<file path="src/rtl/opt_pkg.sv">
package opt_pkg;
  typedef enum logic [1:0] {
    ST_IDLE = 2'd0,
    ST_RUN  = 2'd1,
    ST_COOL = 2'd2
  } opt_state_e;
endpackage

</file>
<file path="src/rtl/opt_over_cmp.sv">
module opt_over_cmp #(
  parameter int PWR_W   = 16,
  parameter int TRIP_MW = 5000
) (
  input  logic [PWR_W-1:0] pwr_i,
  output logic             over_o
);
  localparam logic [PWR_W-1:0] LIMIT = PWR_W'(TRIP_MW);
  assign over_o = (pwr_i >= LIMIT);
endmodule

</file>
<file path="src/rtl/opt_tick_cnt.sv">
module opt_tick_cnt #(
  parameter int W = 8
) (
  input  logic         clk_i,
  input  logic         rst_ni,
  input  logic         clr_i,
  input  logic         inc_i,
  output logic [W-1:0] cnt_o
);
  always_ff @(posedge clk_i or negedge rst_ni) begin
    if (!rst_ni)    cnt_o <= '0;
    else if (clr_i) cnt_o <= '0;
    else if (inc_i) cnt_o <= cnt_o + 1'b1;
  end
endmodule

</file>
<file path="src/rtl/opt_ctrl.sv">
module opt_ctrl
  import opt_pkg::*;
#(
  parameter int DWELL_TICKS = 250,
  parameter int COOL_TICKS  = 16000,
  parameter int DW          = 8,
  parameter int CW          = 14
) (
  input  logic          clk_i,
  input  logic          rst_ni,
  input  logic          en_i,
  input  logic          tick_i,
  input  logic          over_i,
  input  logic [DW-1:0] dwell_cnt_i,
  input  logic [CW-1:0] cool_cnt_i,
  output opt_state_e    state_o,
  output logic          dwell_clr_o,
  output logic          dwell_inc_o,
  output logic          cool_clr_o,
  output logic          cool_inc_o
);
  localparam logic [DW-1:0] DWELL_LAST = DW'(DWELL_TICKS);
  localparam logic [CW-1:0] COOL_LAST  = CW'(COOL_TICKS - 1);

  opt_state_e state_q, state_d;
  logic dwell_last, cool_last;

  assign dwell_last = (dwell_cnt_i == DWELL_LAST);
  assign cool_last  = (cool_cnt_i == COOL_LAST);

  always_comb begin
    state_d     = state_q;
    dwell_clr_o = 1'b1;
    dwell_inc_o = 1'b0;
    cool_clr_o  = 1'b1;
    cool_inc_o  = 1'b0;
    unique case (state_q)
      ST_IDLE: if (en_i) state_d = ST_RUN;
      ST_RUN: begin
        if (!en_i) begin
          state_d = ST_IDLE;
        end else if (over_i) begin
          dwell_clr_o = 1'b0;
          if (tick_i) begin
            if (dwell_last) begin
              state_d     = ST_COOL;
              dwell_clr_o = 1'b1;
            end else begin
              dwell_inc_o = 1'b1;
            end
          end
        end
      end
      ST_COOL: begin
        if (!en_i) begin
          state_d = ST_IDLE;
        end else begin
          cool_clr_o = 1'b0;
          if (tick_i) begin
            if (cool_last) begin
              state_d    = ST_RUN;
              cool_clr_o = 1'b1;
            end else begin
              cool_inc_o = 1'b1;
            end
          end
        end
      end
      default: state_d = ST_IDLE;
    endcase
  end

  always_ff @(posedge clk_i or negedge rst_ni) begin
    if (!rst_ni) state_q <= ST_IDLE;
    else         state_q <= state_d;
  end

  assign state_o = state_q;
endmodule

</file>
<file path="src/rtl/opt_guard.sv">
module opt_guard
  import opt_pkg::*;
#(
  parameter int PWR_W       = 16,
  parameter int TRIP_MW     = 5000,
  parameter int DWELL_TICKS = 250,
  parameter int COOL_TICKS  = 16000
) (
  input  logic             clk_i,
  input  logic             rst_ni,
  input  logic             en_i,
  input  logic             tick_i,
  input  logic [PWR_W-1:0] pwr_mw_i,
  output logic             sw_en_o,
  output logic             soa_trip_o
);
  localparam int DW = $clog2(DWELL_TICKS + 1);
  localparam int CW = (COOL_TICKS > 1) ? $clog2(COOL_TICKS) : 1;

  logic          over;
  logic [DW-1:0] dwell_cnt;
  logic [CW-1:0] cool_cnt;
  logic          dwell_clr, dwell_inc, cool_clr, cool_inc;
  opt_state_e    state;

  opt_over_cmp #(.PWR_W(PWR_W), .TRIP_MW(TRIP_MW)) i_cmp (
    .pwr_i  (pwr_mw_i),
    .over_o (over)
  );

  opt_tick_cnt #(.W(DW)) i_dwell_cnt (
    .clk_i  (clk_i),
    .rst_ni (rst_ni),
    .clr_i  (dwell_clr),
    .inc_i  (dwell_inc),
    .cnt_o  (dwell_cnt)
  );

  opt_tick_cnt #(.W(CW)) i_cool_cnt (
    .clk_i  (clk_i),
    .rst_ni (rst_ni),
    .clr_i  (cool_clr),
    .inc_i  (cool_inc),
    .cnt_o  (cool_cnt)
  );

  opt_ctrl #(
    .DWELL_TICKS (DWELL_TICKS),
    .COOL_TICKS  (COOL_TICKS),
    .DW          (DW),
    .CW          (CW)
  ) i_ctrl (
    .clk_i       (clk_i),
    .rst_ni      (rst_ni),
    .en_i        (en_i),
    .tick_i      (tick_i),
    .over_i      (over),
    .dwell_cnt_i (dwell_cnt),
    .cool_cnt_i  (cool_cnt),
    .state_o     (state),
    .dwell_clr_o (dwell_clr),
    .dwell_inc_o (dwell_inc),
    .cool_clr_o  (cool_clr),
    .cool_inc_o  (cool_inc)
  );

  assign sw_en_o    = (state == ST_RUN);
  assign soa_trip_o = (state == ST_COOL);
endmodule

</file>
<file path="config.mk">
export PLATFORM = sky130hd
export DESIGN_NAME = opt_guard
export DESIGN_NICKNAME = d
export VERILOG_FILES = /design/src/rtl/opt_pkg.sv /design/src/rtl/opt_over_cmp.sv /design/src/rtl/opt_tick_cnt.sv /design/src/rtl/opt_ctrl.sv /design/src/rtl/opt_guard.sv
export SDC_FILE = /design/constraint.sdc
export NUM_CORES = 1
export LEC_CHECK = 0
export BUFFER_PORTS_ARGS = -buffer_cell sky130_fd_sc_hd__clkbuf_2
export CAP_MARGIN = 40
export CORE_ASPECT_RATIO = 1.2
export CORE_UTILIZATION = 30
export CTS_BUF_LIST = sky130_fd_sc_hd__clkbuf_16
export CTS_CLUSTER_SIZE = 25
export DETAILED_ROUTE_END_ITERATION = 16
export SYNTH_ARGS = -nofsm -noshare
export SYNTH_HDL_FRONTEND = slang
export SYNTH_SLANG_ARGS = --single-unit
</file>
<file path="constraint.sdc">
create_clock -name clk_i -period 2.65 [get_ports clk_i]
set_input_delay 0.1325 -clock clk_i [delete_from_list [all_inputs] [get_ports clk_i]]
set_output_delay 0.1325 -clock clk_i [all_outputs]
set_load 0.01 [all_outputs]
</file>
# == After elaboration in Yosys (flattened, before gate mapping) ==
# Index checks and enable logic that the tools add are counted.
# classes
add_sub_neg,2
magnitude_cmp,1
n_eq_ne,10
n_mux,31
reduce_logical,4
# ops
op,count
two-way mux 14 bit,2
two-way mux 1 bit,18
">= comparator 16 x 13 -> 1 bit, second input constant",1
two-way mux 2 bit,8
two-way mux 8 bit,2
"adder 14 x 1 -> 14 bit, second input constant",1
"== test 14 bit, second input constant",1
"inequality test 3 x 2 -> 1 bit, second input constant",3
"adder 8 x 1 -> 8 bit, second input constant",1
"== test 8 bit, second input constant",1
"inequality test 3 bit, second input constant",2
one-hot mux 2 bit (3 select lines),1
AND reduction 6 bit,1
nonzero test 2 bit,2
"== test 2 x 1 -> 1 bit, second input constant",1
"== test 2 bit, second input constant",1
zero test 2 bit,1
"inequality test 2 bit, second input constant",1
# totals
register_bits,24
in_bits,20
out_inout_bits,2
elab_cells,51

# == Longest topological paths before layout ==
# Gate-level depths: netlist (run 1).
# logic_depth
ltp_word,8
ltp_mapped,7
depth_no_buf,6

# == Hierarchy ==
# From an unflattened synthesis (run 1), not the netlist that was laid out.
# hier_totals
hier_cells,139
hier_area_um2,1370.1
# by_module_without_submodules
module,instances,cells_per_inst,area_per_inst_um2,seq_area_each_um2
opt_tick_cnt at i_cool_cnt,1,70,729.4,350.3
opt_tick_cnt at i_dwell_cnt,1,37,396.6,200.2
opt_ctrl,1,24,193.9,50.0
opt_over_cmp,1,6,35.0,0.0
opt_guard,1,2,15.0,0.0

# == Worst setup path before layout (run 1) ==
# No wires, ideal clock.
# synth_path
kind,register to register
from,register i_cool_cnt.cnt_o[8]
to,register i_ctrl.state_q[1] (netlist: i_ctrl.state_o[1])
setup_time_ps,139
arrival_time_ps,1648
required_ps,2511
path_slack_ps,863
path_stages_with_launch,6
n_path_buf,1
period_less_slack_ps,1787
cell_sequence,dfrtp_1 > or3b_1 > or4_4 > o21bai_4 > buf_6 > o21ai_2
# synth_between
elab_chain_cells,3
# synth_lines
element,line_no,rtl
start: declaration,opt_tick_cnt.sv:8,output logic [W-1:0] cnt_o
start signal: assignment,opt_tick_cnt.sv:13,else if (inc_i) cnt_o <= cnt_o + 1'b1;
== test 14 bit,opt_ctrl.sv:29,assign cool_last = (cool_cnt_i == COOL_LAST);
inequality test 3 x 2 -> 1 bit (no line),n/a,
AND reduction 6 bit (no line),n/a,
end signal: assignment,opt_ctrl.sv:75,else state_q <= state_d;
end: declaration,opt_ctrl.sv:25,"opt_state_e state_q, state_d;"
# No other way between the ends.
# A chain may end at the register's enable or synchronous reset.

# == Final worst setup path (run 1) ==
# layout_path
from,register i_cool_cnt.cnt_o[8]
to,register i_ctrl.state_q[0] (netlist: i_ctrl.state_o[0])
# Same word-level chain as after synthesis.

==> results of run 1 <==
-- cell usage in the layout (no fill, tap or decap), drive strengths merged, types with 2 or more instances in the layout --
cell	n
nor4	4
nor3	5
xor2	2
clkbuf	21
a21oi	11
xnor2	7
o21ai	7
nand4	3
nor2	16
ha	3
nand3	8
nor4b	2
or3	5
dfrtp	24
or4	3
a22oi	2
a31oi	2
clkinv	2
inv	2
nand2	18
o31ai	2
-- per-stage QoR --
stage,cell area [um2],power (W)
after CTS,1600,0.000752
after global placement,1510,0.000415
after detailed placement,1510,0.000415
after floorplan,1370,0.000390
after global routing,1600,0.000769
final,1600,0.000735
-- flip-flops by register name, summed over array words and instances (netlist names) --
name and cells:
i_dwell_cnt.cnt_o 8, i_ctrl.state_o 2, i_cool_cnt.cnt_o 14
-- metal layers --
metal  routed length [um]  up-vias
met5                    0        -
met4                   13        0
met3                   74        2
met2                 1450       12
met1                 1220      542
li1                     -      574
-- final cells by class --
| type | instances | area share |
|---|---|---|
| Clock buffer | 3 | 0.0469 |
| Clock inverter | 1 | 0.00234 |
| Inverter | 3 | 0.00703 |
| Multi-Input combinational cell | 116 | 0.458 |
| Sequential cell | 24 | 0.375 |
| Tap cell | 56 | 0.0437 |
| Timing Repair Buffer | 20 | 0.0672 |
-- worst max path at each step --
stage / startpoint / endpoint / slack, ps / depth (start not counted)
finish: i_cool_cnt.cnt_o[8] / i_ctrl.state_o[0] / 670 / 4
global placement: i_cool_cnt.cnt_o[8] / i_ctrl.state_o[0] / 680 / 4
global route: i_cool_cnt.cnt_o[8] / i_ctrl.state_o[0] / 570 / 4
CTS: i_cool_cnt.cnt_o[8] / i_ctrl.state_o[0] / 660 / 4
detailed placement: i_cool_cnt.cnt_o[8] / i_ctrl.state_o[0] / 670 / 4
floorplan: i_cool_cnt.cnt_o[8] / i_ctrl.state_o[1] / 860 / 5
-- cells in the mapped netlist (2+ instances only) --
| master | instances |
|---|---|
| nand3_1 | 8 |
| a31oi_1 | 2 |
| inv_1 | 2 |
| a22oi_1 | 2 |
| dfrtp_1 | 24 |
| or4_4 | 2 |
| o31ai_1 | 2 |
| ha_1 | 3 |
| xnor2_1 | 7 |
| clkbuf_1 | 4 |
| nand4_1 | 2 |
| nor2_1 | 16 |
| o21ai_0 | 6 |
| nand2_1 | 18 |
| a21oi_1 | 10 |
| or3_1 | 3 |
| nor4b_1 | 2 |
| xor2_1 | 2 |
| nor3_1 | 5 |
| nor4_1 | 4 |
-- cell families (layout without fill, tap and decap cells) --
group                      Yosys count  count (layout)  synth area share
AOI/OAI and AO/OA                   28              28             0.135
xor gates and xnor gates             9               9            0.0575
adders and majority gates            3               3            0.0274
buffers and inverters                8              27            0.0274
DFF                                 24              24             0.438
muxes                                1               1           0.00730
and+or+nand+nor                     75              75             0.308
-- report_power, final --
part           internal, W  leakage [nW]  switching (W)
Clock             0.000202        0.0385       0.000125
Sequential        0.000368         0.333     0.00000190
Combinational    0.0000150         0.243      0.0000233
Total             0.000585         0.614       0.000150
==> run_results.csv, run 1 <==
group,metric,value,unit
global_route,grtUsageTotal,0.130,
sta,rsz0062_at_grt,"false",
route,wl,2760,um
layout,fin_util,0.370,
critical_path,crit-reg2reg-launch,"i_cool_cnt.cnt_o[8]",
placed_design,dp.cells,218,
global_route,grt_antenna_before_repair,0,
synth,synth_top_area_frac,0.438,
synth,async_flop_share,1.00,
clock_tree,holdBufCountCts,1,
sta,setup_tns,0,ps
global_route,grt_max_degree,25,
global_route,grt_pass1_vias,1113,
critical_path,rr_worst_depth,4,
power,p_leak,0.614,nW
layout,antenna_cells,0,
clock_tree,clock-sinks,24,
route,vias_per_cell,5.07,
synth,yosys-top-cells-area,"dfrtp_1, nand2_1, xnor2_1, nor2_1, a21oi_1",
synth,synth_cells,148,
run_status,status,"completed",
sta,max_freq,506,MHz
route,drc,0,
sta,slew_headroom,0.469,
clock_tree,cts_tree,"yes",
global_route,grt_use_met1,0.161,
clock_tree,cts-htree-levels,1,
worst_hold_path,hold_path_depth,2,
layout,multi_input_area,733,um2
power,peakVddDrop,0.254,mV
synth,syn_area_per_cell,9.27,um2
critical_path,startpoint_type,"flop",
clock_tree,insertion_delay,250,ps
clock_tree,post_cts_buffers,0,
synth,ys_ff_latch,24,
critical_path,worstPathArrival,2170,ps
sta,whs,147,ps
clock_tree,cts_resized,0,
sta,report.final.slew_viol_count,0,
synth,synth_edf_count,0,
critical_path,worstPathCellList,"or3b_1, or4_4, o21bai_4, o311a_1",
route,wl_per_cell,12.4,um
sta,finalClockSkew,1.05,ps
global_route,gr-total-overflow,0,
critical_path,reg2reg_setup_slack,670,ps
placed_design,globalplace.congestion,0.763,
clock_tree,cts_buffer_depth,2,
sta,post-route-period-util,0.746,
critical_path,worst_path_largest_cell_delay,550,ps
layout,syn_to_final_growth,16.8,%
floorplanning,num_io_pins,22,
floorplanning,fp.dieW,63.7,um
route,ant_nets,0,
global_route,grt_pass1_wl,5130,um
floorplanning,die_y,76.1,um
worst_hold_path,hold_class,"in2reg",
layout,fillCellCount,423,
placed_design,place_hpwl,1950,um
synth,syn-num-nets,171,
power,power.density,459,nW/um2
flow_run,timing.max_cap.violations,0,
floorplanning,rows,26,
critical_path,timing.critical_path.max_delay_family,"simple AND/OR/NAND/NOR gates",
synth,syn_area,1370,um2
clock_tree,cts_made_buffers,3,
layout,nets,191,
worst_hold_path,holdPathEnd,"i_ctrl.state_o[0]",
critical_path,reg2reg_to,"i_ctrl.state_o[0]",
floorplanning,die_area,4850,um2
sta,min_period,1980,ps
global_route,grt.busiest_layer,"met2",
sta,finalSetupViolCount,0,
sta,hold_viol_final,0,
layout,drive_above_1_share,0.180,
synth,synth_top_area_cell,"dfrtp_1",
layout,layout.cells.non_filler,223,
route,vias,1130,
floorplanning,start_util,0.317,
global_route,gr-usage-met3,0.0314,
synth,yosys_warnings,0,
route,first_iter_violations,88,
sta,setup_ws,672,ps
critical_path,worst_ep_required_time,2840,ps
clock_tree,cts-root-buf,"clkbuf_16",
critical_path,cp_slowest_cell,"or4_4",
synth,ys_types,44,
global_route,grtUsageMet2,0.229,
critical_path,critPathMaxFanout,13,
layout,seqCellArea,601,um2
critical_path,path_buf_inv,0,
sta,max_slew.worst_pin.slew,792,ps
floorplanning,core-area,4330,um2
critical_path,endpoint_kind,"flop",
synth,synth-seq-area-share,0.438,
clock_tree,clk_pin_slew,60,ps
critical_path,worstSetupPathType,"reg2reg",
synth,synth_flop_cell,"dfrtp_1",
route,drtPass1Iterations,4,
placed_design,io_buffers,18,
placed_design,place_ws,668,ps
worst_hold_path,hp-start,"en_i",
No activity file was read; power rests on OpenSTA's default activity.
==> inputs of run 2 (changes only) <==
==> constraint.sdc (replaced) <==
create_clock -name clk_i -period 1.76 [get_ports clk_i]
set_input_delay 0.088 -clock clk_i [delete_from_list [all_inputs] [get_ports clk_i]]
set_output_delay 0.088 -clock clk_i [all_outputs]
set_load 0.01 [all_outputs]
==> run_results.csv, run 2 (synthesis results as in run 1) <==
group,metric,value,unit
run_status,status,"completed",
placed_design,io_buffers,18,
clock_tree,insertion_delay,260,ps
sta,hold_viol_final,0,
sta,rsz0062_at_grt,"true",
critical_path,worstSetupPathType,"reg2reg",
floorplanning,die_y,76.1,um
clock_tree,cts-htree-levels,1,
critical_path,endpoint_kind,"flop",
placed_design,globalplace.congestion,0.741,
worst_hold_path,hp-start,"en_i",
route,vias,1182,
sta,max_freq,587,MHz
sta,setup_ws,57.2,ps
clock_tree,clock-sinks,24,
critical_path,worst_ep_required_time,1900,ps
critical_path,worstPathArrival,1840,ps
sta,max_slew.worst_pin.slew,632,ps
flow_run,timing.max_cap.violations,0,
critical_path,rr_worst_depth,5,
route,wl,2870,um
layout,drive_above_1_share,0.243,
layout,fin_area,1720,um2
sta,whs,101,ps
worst_hold_path,hold_path_depth,2,
layout,fillCellCount,445,
floorplanning,core-area,4330,um2
global_route,grt_antenna_before_repair,0,
power,p_leak,0.689,nW
placed_design,placed_area,1630,um2
route,drtPass1Iterations,2,
critical_path,startpoint_type,"flop",
layout,antenna_cells,0,
sta,post-route-period-util,0.968,
sta,slew_headroom,0.578,
layout,layout.cells.non_filler,237,
layout,syn_to_final_growth,25.4,%
placed_design,place_hpwl,2100,um
critical_path,startpoint,"i_cool_cnt.cnt_o[8]",
sta,report.final.slew_viol_count,0,
global_route,grt_max_degree,25,
floorplanning,num_io_pins,22,
critical_path,reg2reg_setup_slack,60,ps
floorplanning,die_area,4850,um2
layout,layout_common_cells,"dfrtp_1, nand2_1, clkbuf_2",
critical_path,crit-reg2reg-launch,"i_cool_cnt.cnt_o[8]",
global_route,grt_pass1_vias,1193,
layout,nets,205,
route,vias_per_cell,4.99,
critical_path,reg2reg_to,"i_cool_cnt.cnt_o[13]",
clock_tree,cts_buffer_depth,2,
layout,regMostFlops,"i_cool_cnt.cnt_o",
worst_hold_path,hold_class,"in2reg",
clock_tree,cts_made_buffers,3,
clock_tree,clk_pin_slew,60,ps
placed_design,place_ws,28.6,ps
sta,finalClockSkew,4.24,ps
route,wl_per_cell,12.1,um
route,ant_nets,0,
clock_tree,cts_resized,0,
sta,min_period,1700,ps
floorplanning,fp.dieW,63.7,um
clock_tree,post_cts_buffers,0,
floorplanning,rows,26,
global_route,gr-total-overflow,0,
power,power.density,650,nW/um2
route,first_iter_violations,50,
clock_tree,cts-root-buf,"clkbuf_16",
power,peakVddDrop,0.306,mV
critical_path,critPathMaxFanout,11,
clock_tree,cts_tree,"yes",
sta,finalSetupViolCount,0,
floorplanning,start_util,0.317,
global_route,grtUsageTotal,0.129,
global_route,grt_pass1_wl,5060,um
worst_hold_path,holdPathEnd,"i_ctrl.state_o[0]",
layout,largest_reg_flops,14,
layout,layout_commonest_cell,"dfrtp_1",
power,total_power,0.00112,W
route,drc,0,
placed_design,dp.cells,232,
-- run 2: changes by cell type in the layout (fill, tap and decap cells not counted), sizes merged --
cell  previous run  this run
buf              1        15
-- run 2: per-layer routing --
layer  share of wire  wire length (um)  global-route usage  vias to the layer above
li1                -                 -                   -                      606
met1            0.45              1300               0.154                      570
met2            0.52              1510               0.226                        4
met3           0.018                51              0.0329                        2
met4          0.0038                11              0.0318                        0
met5               0                 0                   0                        -
-- run 2: area by class of cell --
| type | count | area, um2 | share of cell area |
|---|---|---|---|
| Inverter | 3 | 11.3 | 0.00655 |
| Timing Repair Buffer | 34 | 225 | 0.131 |
| Multi-Input combinational cell | 116 | 733 | 0.426 |
| Sequential cell | 24 | 601 | 0.349 |
| Tap cell | 56 | 70.1 | 0.0408 |
| Clock inverter | 1 | 3.75 | 0.00218 |
| Clock buffer | 3 | 75.1 | 0.0437 |
-- run 2: worst max path at each step --
stage / to / slack (ps)
floorplan: i_ctrl.state_o[1] / 40
global placement: i_cool_cnt.cnt_o[13] / 40
detailed placement: i_cool_cnt.cnt_o[13] / 30
CTS: i_cool_cnt.cnt_o[13] / 20
global route: i_cool_cnt.cnt_o[5] / -1
finish: i_cool_cnt.cnt_o[13] / 60
-- run 2: critical path: stages (launching register included) --
cell and delay (ps):
dfrtp_1 370, or3b_1 370, or4_4 460, o21bai_4 190
buf_12 160, a21oi_1 40
-- run 2: per-stage QoR --
stage | util | setup TNS (ps)
after floorplan | - | 0
after global placement | 0.377 | 0
after detailed placement | 0.377 | 0
after CTS | 0.397 | 0
after global routing | 0.397 | -2.14
final | 0.397 | 0
-- run 2: repair_timing --
action,CTS,global route
setup endpoints to repair,0,11
endpoints found under the hold margin,24,0
hold buffers,1,0
-- run 2: where the power goes --
group / switching [W] / leakage, nW / internal [W]
clock network: 0.000195 / 0.0385 / 0.000304
registers: 0.00000286 / 0.333 / 0.000554
logic: 0.0000366 / 0.317 / 0.0000256
